File: src/rtl/trace_enc_pkg.sv
package trace_enc_pkg;

   localparam int HDR_W    = 8;
   localparam int CNT_W    = 4;
   localparam logic [CNT_W-1:0] CNT_MAX = '1;
   localparam logic [HDR_W-1:0] ROLL_BYTE = 8'hFF;

   typedef enum logic [1:0] {
      EV_NONE = 2'd0,
      EV_EXC  = 2'd1,
      EV_DIR  = 2'd2,
      EV_IND  = 2'd3
   } ev_kind_e;

   function automatic logic [HDR_W-1:0] make_hdr(ev_kind_e kind, logic ckpt,
                                                logic [2:0] vec, logic [CNT_W-1:0] cnt);
      logic [HDR_W-1:0] h;
      case (kind)
         EV_EXC:  h = {1'b0, vec, cnt};
         EV_DIR:  h = {1'b1, ckpt, 2'b00, cnt};
         EV_IND:  h = {1'b1, ckpt, 2'b01, cnt};
         default: h = '0;
      endcase
      return h;
   endfunction

endpackage

File: src/rtl/trace_word_counter.sv
module trace_word_counter
   import trace_enc_pkg::*;
(
   input  logic             clk,
   input  logic             rst_n,
   input  logic             retire_i,
   input  logic             exc_i,
   input  logic             dbr_i,
   input  logic             ibr_i,
   input  logic             ckpt_i,
   input  logic [2:0]       vec_i,
   output logic             roll_o,
   output logic             ev_valid_o,
   output logic             ev_ind_o,
   output logic [HDR_W-1:0] ev_hdr_o,
   output logic [CNT_W-1:0] cnt_o
);

   logic [CNT_W-1:0] cnt_q;
   logic [CNT_W-1:0] base;
   ev_kind_e         kind;

   always_comb begin
      if (exc_i)      kind = EV_EXC;
      else if (ibr_i) kind = EV_IND;
      else if (dbr_i) kind = EV_DIR;
      else            kind = EV_NONE;
   end

   always_comb begin
      roll_o = retire_i && (cnt_q == CNT_MAX);
      if (roll_o) base = '0;
      else        base = cnt_q + CNT_W'(retire_i);
      ev_valid_o = (kind != EV_NONE);
      ev_ind_o   = (kind == EV_IND);
      ev_hdr_o   = make_hdr(kind, ckpt_i, vec_i, base);
   end

   always_ff @(posedge clk) begin
      if (!rst_n)          cnt_q <= '0;
      else if (ev_valid_o) cnt_q <= '0;
      else                 cnt_q <= base;
   end

   assign cnt_o = cnt_q;

endmodule

File: src/rtl/trace_entry_fifo.sv
module trace_entry_fifo #(
   parameter int WIDTH = 41,
   parameter int DEPTH = 8,
   localparam int PW = $clog2(DEPTH),
   localparam int CW = $clog2(DEPTH + 1)
) (
   input  logic             clk,
   input  logic             rst_n,
   input  logic [1:0]       n_push_i,
   input  logic [WIDTH-1:0] din0_i,
   input  logic [WIDTH-1:0] din1_i,
   input  logic             pop_i,
   output logic [WIDTH-1:0] head_o,
   output logic             empty_o,
   output logic             drop_o,
   output logic [CW-1:0]    occupancy_o
);

   logic [WIDTH-1:0] mem [DEPTH];
   logic [PW-1:0]    wp_q, rp_q;
   logic [CW-1:0]    cnt_q;
   logic             wr_ok;
   logic             do_pop;

   always_comb begin
      wr_ok   = (int'(cnt_q) + int'(n_push_i)) <= DEPTH;
      drop_o  = (n_push_i != 2'd0) && !wr_ok;
      empty_o = (cnt_q == '0);
      do_pop  = pop_i && !empty_o;
      head_o  = mem[rp_q];
   end

   always_ff @(posedge clk) begin
      if (wr_ok && n_push_i != 2'd0) mem[wp_q] <= din0_i;
      if (wr_ok && n_push_i == 2'd2) mem[wp_q + PW'(1)] <= din1_i;
   end

   always_ff @(posedge clk) begin
      if (!rst_n) begin
         wp_q  <= '0;
         rp_q  <= '0;
         cnt_q <= '0;
      end else begin
         if (wr_ok) wp_q <= wp_q + PW'(n_push_i);
         if (do_pop) rp_q <= rp_q + PW'(1);
         cnt_q <= cnt_q + (wr_ok ? CW'(n_push_i) : CW'(0)) - CW'(do_pop);
      end
   end

   assign occupancy_o = cnt_q;

endmodule

File: src/rtl/trace_byte_serializer.sv
module trace_byte_serializer
   import trace_enc_pkg::*;
#(
   parameter int ADDR_W = 32,
   localparam int NB = ADDR_W / 8,
   localparam int IW = $clog2(NB + 1),
   localparam int EW = 1 + HDR_W + ADDR_W
) (
   input  logic             clk,
   input  logic             rst_n,
   input  logic [EW-1:0]    head_i,
   input  logic             empty_i,
   output logic             pop_o,
   output logic             tm_valid_o,
   output logic [HDR_W-1:0] tm_data_o,
   input  logic             tm_ready_i
);

   logic [EW-1:0]     cur_q;
   logic              cur_v_q;
   logic [IW-1:0]     idx_q;
   logic [7:0]        abyte [NB];
   logic              has_addr;
   logic              last;
   logic              fire;

   for (genvar b = 0; b < NB; b++) begin : g_abyte
      assign abyte[b] = cur_q[8*b +: 8];
   end

   always_comb begin
      has_addr = cur_q[EW-1];
      last     = !has_addr || (idx_q == IW'(NB));
      fire     = cur_v_q && tm_ready_i;
      pop_o    = (!cur_v_q || (fire && last)) && !empty_i;
      tm_data_o = cur_q[ADDR_W +: HDR_W];
      for (int b = 0; b < NB; b++) begin
         if (idx_q == IW'(b + 1)) tm_data_o = abyte[b];
      end
   end

   always_ff @(posedge clk) begin
      if (!rst_n) begin
         cur_v_q <= 1'b0;
         idx_q   <= '0;
         cur_q   <= '0;
      end else if (pop_o) begin
         cur_q   <= head_i;
         cur_v_q <= 1'b1;
         idx_q   <= '0;
      end else if (fire) begin
         if (last) cur_v_q <= 1'b0;
         else      idx_q   <= idx_q + IW'(1);
      end
   end

   assign tm_valid_o = cur_v_q;

endmodule

File: src/rtl/trace_msg_encoder.sv
module trace_msg_encoder
   import trace_enc_pkg::*;
#(
   parameter int DEPTH  = 8,
   parameter int ADDR_W = 32,
   localparam int EW = 1 + HDR_W + ADDR_W,
   localparam int CW = $clog2(DEPTH + 1)
) (
   input  logic              clk,
   input  logic              rst_n,
   input  logic              retire_i,
   input  logic              exc_i,
   input  logic [2:0]        exc_vec_hi_i,
   input  logic              dbr_i,
   input  logic              ibr_i,
   input  logic              ckpt_i,
   input  logic [ADDR_W-1:0] target_i,
   output logic              tm_valid_o,
   output logic [7:0]        tm_data_o,
   input  logic              tm_ready_i,
   output logic              ovf_o
);

   if (DEPTH < 2 || (DEPTH & (DEPTH - 1)) != 0) begin : g_bad_depth
      $error("DEPTH must be a power of two of at least 2");
   end
   if (ADDR_W < 8 || (ADDR_W % 8) != 0) begin : g_bad_addr
      $error("ADDR_W must be a positive multiple of 8");
   end

   logic             roll;
   logic             ev_any;
   logic             ev_ind;
   logic [HDR_W-1:0] ev_hdr;
   logic [CNT_W-1:0] word_cnt;
   logic [EW-1:0]    ev_ent, roll_ent, din0, din1;
   logic [1:0]       n_push;
   logic [EW-1:0]    head;
   logic             empty, pop, drop;
   logic [CW-1:0]    fifo_cnt;
   logic             ovf_q;

   trace_word_counter u_cnt (
      .clk        (clk),
      .rst_n      (rst_n),
      .retire_i   (retire_i),
      .exc_i      (exc_i),
      .dbr_i      (dbr_i),
      .ibr_i      (ibr_i),
      .ckpt_i     (ckpt_i),
      .vec_i      (exc_vec_hi_i),
      .roll_o     (roll),
      .ev_valid_o (ev_any),
      .ev_ind_o   (ev_ind),
      .ev_hdr_o   (ev_hdr),
      .cnt_o      (word_cnt)
   );

   always_comb begin
      ev_ent   = {ev_ind, ev_hdr, ev_ind ? target_i : ADDR_W'(0)};
      roll_ent = {1'b0, ROLL_BYTE, ADDR_W'(0)};
      if (roll) begin
         din0   = roll_ent;
         din1   = ev_ent;
         n_push = ev_any ? 2'd2 : 2'd1;
      end else begin
         din0   = ev_ent;
         din1   = ev_ent;
         n_push = ev_any ? 2'd1 : 2'd0;
      end
   end

   trace_entry_fifo #(.WIDTH(EW), .DEPTH(DEPTH)) u_fifo (
      .clk         (clk),
      .rst_n       (rst_n),
      .n_push_i    (n_push),
      .din0_i      (din0),
      .din1_i      (din1),
      .pop_i       (pop),
      .head_o      (head),
      .empty_o     (empty),
      .drop_o      (drop),
      .occupancy_o (fifo_cnt)
   );

   trace_byte_serializer #(.ADDR_W(ADDR_W)) u_ser (
      .clk        (clk),
      .rst_n      (rst_n),
      .head_i     (head),
      .empty_i    (empty),
      .pop_o      (pop),
      .tm_valid_o (tm_valid_o),
      .tm_data_o  (tm_data_o),
      .tm_ready_i (tm_ready_i)
   );

   always_ff @(posedge clk) begin
      if (!rst_n)    ovf_q <= 1'b0;
      else if (drop) ovf_q <= 1'b1;
   end

   assign ovf_o = ovf_q;

endmodule

File: config.mk
export PLATFORM = sky130hd
export DESIGN_NAME = trace_msg_encoder
export DESIGN_NICKNAME = d
export VERILOG_FILES = /design/src/rtl/trace_enc_pkg.sv /design/src/rtl/trace_word_counter.sv /design/src/rtl/trace_entry_fifo.sv /design/src/rtl/trace_byte_serializer.sv /design/src/rtl/trace_msg_encoder.sv
export SDC_FILE = /design/constraint.sdc
export NUM_CORES = 1
export LEC_CHECK = 0
export BUFFER_PORTS_ARGS = -buffer_cell sky130_fd_sc_hd__clkbuf_2
export CORE_MARGIN = 5
export CORE_UTILIZATION = 43
export DETAILED_ROUTE_END_ITERATION = 10
export HOLD_SLACK_MARGIN = 0.08
export PLACE_DENSITY = 0.57
export RECOVER_POWER = 25
export SYNTH_ARGS = -nofsm -noshare
export SYNTH_HDL_FRONTEND = slang
export SYNTH_SLANG_ARGS = --single-unit
export TNS_END_PERCENT = 100
File: constraint.sdc
create_clock -name clk -period 7.75 [get_ports clk]
set_input_delay 1.55 -clock clk [delete_from_list [all_inputs] [get_ports clk]]
set_output_delay 1.55 -clock clk [all_outputs]
set_load 0.005 [all_outputs]
# == Word level (Yosys, flattened, before mapping) ==
# Memories as Yosys holds them, arrays and structs flattened. A register that Yosys moved wholly into a read port is not among the register bits.
# Index checks and enable logic that the tools add are counted.
# classes
order_cmp,1
n_mux,22
eq_ne,9
addsub,8
reduce_logical,24
bitwise,2
# op_table
operator,count
two-way mux 41 bit,1
"<= comparator 32 x 5 -> 1 bit, second input constant",1
two-way mux 32 bit,1
two-way mux 8 bit,4
one-hot mux 8 bit (3 select lines),1
two-way mux 2 bit,6
"adder 3 x 1 -> 3 bit, second input constant",3
logical AND 1 bit,8
two-way mux 1 bit,8
nonzero test 2 bit,4
"== test 2 bit, second input constant",3
"== test 3 x 2 -> 1 bit, second input constant",2
adder 4 x 2 -> 5 bit,1
logical NOT 1 bit,5
adder 4 x 1 -> 4 bit,1
adder 4 bit,1
"== test 4 bit, second input constant",1
logical NOT 4 bit,1
two-way mux 4 bit,1
AND reduction 2 bit,2
OR reduction 2 bit,2
subtractor 4 x 1 -> 4 bit,1
adder 3 x 2 -> 3 bit,1
"== test 3 x 1 -> 1 bit, second input constant",1
other kinds (4),6
# word_totals
in_bits,43
mem_bits_rw,328
out_inout_bits,10
register_bits,19
mem_count,1
word_cells,74
# memory_table
name,depth,word_bits,read_ports,rd_clocked_by_memory_dff,wr,line_no,source
u_fifo.mem,8,41,1,1,2,trace_entry_fifo.sv:19,logic [WIDTH-1:0] mem [DEPTH];

# == Depth between registers and ports, before layout ==
# logic_depth
ltp_word,11
ltp_mapped,21
depth_no_buf,16

# == Modules after synthesis ==
# From an unflattened synthesis, not the netlist that was laid out.
# hier_totals
cells_unflattened,1326
hier_area_um2,20527.2
# modules_own_cells
mod,cells_each,instances,area_each_um2,seq_area_each_um2
trace_entry_fifo,952,1,17485.5,10109.7
trace_byte_serializer,254,1,2073.2,900.9
trace_msg_encoder,87,1,685.7,20.0
trace_word_counter,33,1,282.8,80.1

# == Least setup slack after synthesis ==
# Ideal clock, no wire load.
# synth_path
path_kind,input port to flip-flop
from,input retire_i
to,"memory u_fifo.mem[5][0], enable pin"
setup_slack_ns,1.101
n_path_buf,5
setup_time_ns,0.453
t_required_ns,7.297
arrival_ns,6.196
path_stages,13
path_cell_list,and3_1 and3_1 buf_2 buf_2 buf_2 ha_1 ha_1 fa_1 a221o_1 o21a_2 buf_6 buf_6 a21oi_1
# synth_rtl
item,line_no,source
from (decl),trace_msg_encoder.sv:11,"input logic retire_i,"
to (decl),trace_entry_fifo.sv:19,

==> flow_summary.json <==
{
  "status": "finished, violations left",
  "antennaDiodeCount": 0,
  "num-nets-final": 1703,
  "slew_violations": 122,
  "totalPowerFinal_mw": 6.97,
  "place_hpwl_um": 28600,
  "ys_seq_elements": 388,
  "numCtsBuffers": 43,
  "drt_pre_antenna_iters": 6,
  "grtUsageMet1_pct": 29.3,
  "die_x_um": 222,
  "arrival_ns": 6.24,
  "fill_cells": 3979,
  "gp_congestion": 0.809,
  "synth_seq_area_share_pct": 56.9,
  "leakage_nw": 6.73,
  "met2_usage_pct": 34.2,
  "drive_gt1_share_pct": 15.4,
  "synth_cells": 1674,
  "max_slew.worst_pin.slew_ns": 2.86,
  "cap_violations": 2,
  "rsz0062_at_grt": "false",
  "ys.flop_type": "edfxtp_1",
  "cts_resized": 0,
  "cts_hold_buf": 0,
  "avgSynthCellArea_um2": 11.6,
  "finalHoldViolCount": 0,
  "crit_path_end_kind": "flop",
  "clock_sinks": 388,
  "viasPerCell": 5.77,
  "final-instance-count-excl-fill": 2262,
  "post_cts_buffers": 0,
  "period_needed_ns": 6.05,
  "crit_path_start_kind": "input pin",
  "ys_warn_count": 0,
  "syn_nets": 1742,
  "antenna_found_initial": 0,
  "die-area_um2": 49500,
  "final.setup.tns_ns": 0,
  "design_area_um2": 21000,
  "finalCritPeriodShare_pct": 78.0,
  "drt_iter0_drc": 1309,
  "syn_area_um2": 19400,
  "vias": 13100,
  "worstSkewPairLatency_ns": 0.56,
  "grt_pass1_wl_um": 79300,
  "ant_nets": 0,
  "grt_pass1_vias": 12600,
  "cts_tree": "yes",
  "worstHoldPathType": "flop to flop",
  "grt-ovfl-total": 0,
  "ios": 53,
  "synthToLayoutAreaGrowth_pct": 8.39,
  "drc_errors": 0,
  "violations": "capacitance limit, slew limit",
  "final_cell_mix": "336 x nand2_1, 328 x edfxtp_1, 229 x o21ai_1, 85 x o21ai_0, 82 x mux4_2",
  "io_buffers": 52,
  "core_um2": 44400,
  "grt_start_max_net_pins": 161,
  "post-place-cells": 2182,
  "wirelength_um": 52300,
  "clk_path_buf_depth": 3,
  "skew_ns": 0.0222,
  "post_drt_wl_per_cell_um": 23.1,
  "gr-usage-met3_pct": 3.23,
  "placed_area_um2": 19800,
  "cts_max_level": 2,
  "critPathKind": "input pin to flop",
  "max_freq_ghz": 0.165,
  "fin_util_pct": 47.4,
  "slew_headroom_pct": -91.0,
  "p_per_area_nw_per_um2": 331,
  "initial_utilization_pct": 43.7,
  "cp_data_required_time_ns": 7.94,
  "async_reset_ff_share_pct": 0,
  "ir_worst_vdd_v": 0.000312,
  "setup-violations-final": 0,
  "cts.clk_slew.worst_paths_ns": 0.06,
  "path_max_fanout": 57,
  "die_h_um": 222,
  "final_common_cell": "nand2_1",
  "synth-edff-count": 328,
  "rows": 77,
  "root_buffer": "clkbuf_16",
  "busiest_layer": "met2",
  "grt_use_total_pct": 20.7,
  "yosysUniqueCellTypes": 56
}
power breakdown:
| part | switching (mW) | total (mW) | internal (mW) |
|---|---|---|---|
| Clock | 0.826 | 1.89 | 1.06 |
| Combinational | 1.41 | 2.17 | 0.755 |
| Sequential | 0.200 | 2.92 | 2.72 |
| Total | 2.44 | 6.97 | 4.54 |
layout make-up:
type / count / area [um2] / area share [%]
clock buffers: 63 / 1180 / 5.62
repair buffers: 83 / 493 / 2.34
clock inverters: 17 / 95.1 / 0.452
multi-input cells: 1101 / 7400 / 35.2
inverters: 18 / 68.8 / 0.327
well taps: 592 / 741 / 3.52
flip-flops and latches: 388 / 11100 / 52.6
critical path: stages:
cell	delay, ns
clkbuf_1	0.17
or3_1	0.68
ha_1	0.44
ha_1	0.23
fa_1	0.41
a221o_1	0.40
o21ai_0	0.33
clkbuf_1	1.70
a31oi_1	0.29
path summary, 6_finish.rpt:
check	end	slack [ns]	startpoint	cells past startpoint
hold reg to reg	ovf_o	0.48	ovf_o	2
hold / removal	ovf_o	0.48	ovf_o	2
setup reg to reg	u_fifo.mem[6][33]	2.63	u_cnt.cnt_o[3]	10
setup / recovery	u_fifo.mem[6][33]	1.70	exc_i	9
synthesized netlist by cell type, drive strengths merged (16+ instances only):
| cell | number | share of area, % |
|---|---|---|
| o21ai | 333 | 9.0 |
| a31oi | 41 | 1.3 |
| mux2i | 46 | 2.4 |
| nand3 | 17 | 0.44 |
| a21oi | 72 | 1.9 |
| buf | 101 | 3.7 |
| mux4 | 82 | 9.5 |
| clkbuf | 66 | 1.3 |
| nand2 | 336 | 6.5 |
| and2 | 39 | 1.3 |
| inv | 16 | 0.31 |
| dfxtp | 60 | 6.2 |
| edfxtp | 328 | 51 |
| ha | 22 | 1.4 |
| nor2 | 36 | 0.71 |
routing by layer:
metal / wire length [um] / up-vias
li1: - / 6092
met1: 22500 / 6446
met2: 25600 / 470
met3: 3530 / 50
met4: 775 / 0
met5: 0 / -
state kept, by name, indices dropped and copies added (netlist names):
register            count
ovf_o                   1
u_fifo.mem            328
u_fifo.occupancy_o      4
u_fifo.wp_q             3
u_ser.cur_q            41
u_fifo.rp_q             3
u_cnt.cnt_o             4
u_ser.tm_valid_o        1
u_ser.idx_q             3
through the flow:
step	hold WS [ns]	setup slack [ns]
final	0.480	1.70
after global placement	0.466	2.03
after CTS	0.486	2.50
after detailed placement	0.475	1.91
after global routing	0.523	1.32
after floorplan	0.449	1.10
kinds of logic (layout without fill, tap and decap cells):
family / count (synthesis) / after routing / synth area share, %
flip-flops: 388 / 388 / 56.9
AND/OR/NAND/NOR: 466 / 466 / 10.3
XOR/XNOR: 7 / 7 / 0.393
adder cells (fa/ha/maj): 25 / 25 / 1.73
multiplexers: 128 / 128 / 11.9
buffers and inverters: 185 / 181 / 5.38
AO/OA/AOI/OAI: 475 / 475 / 13.4
Power figures use the tool's default switching activity.
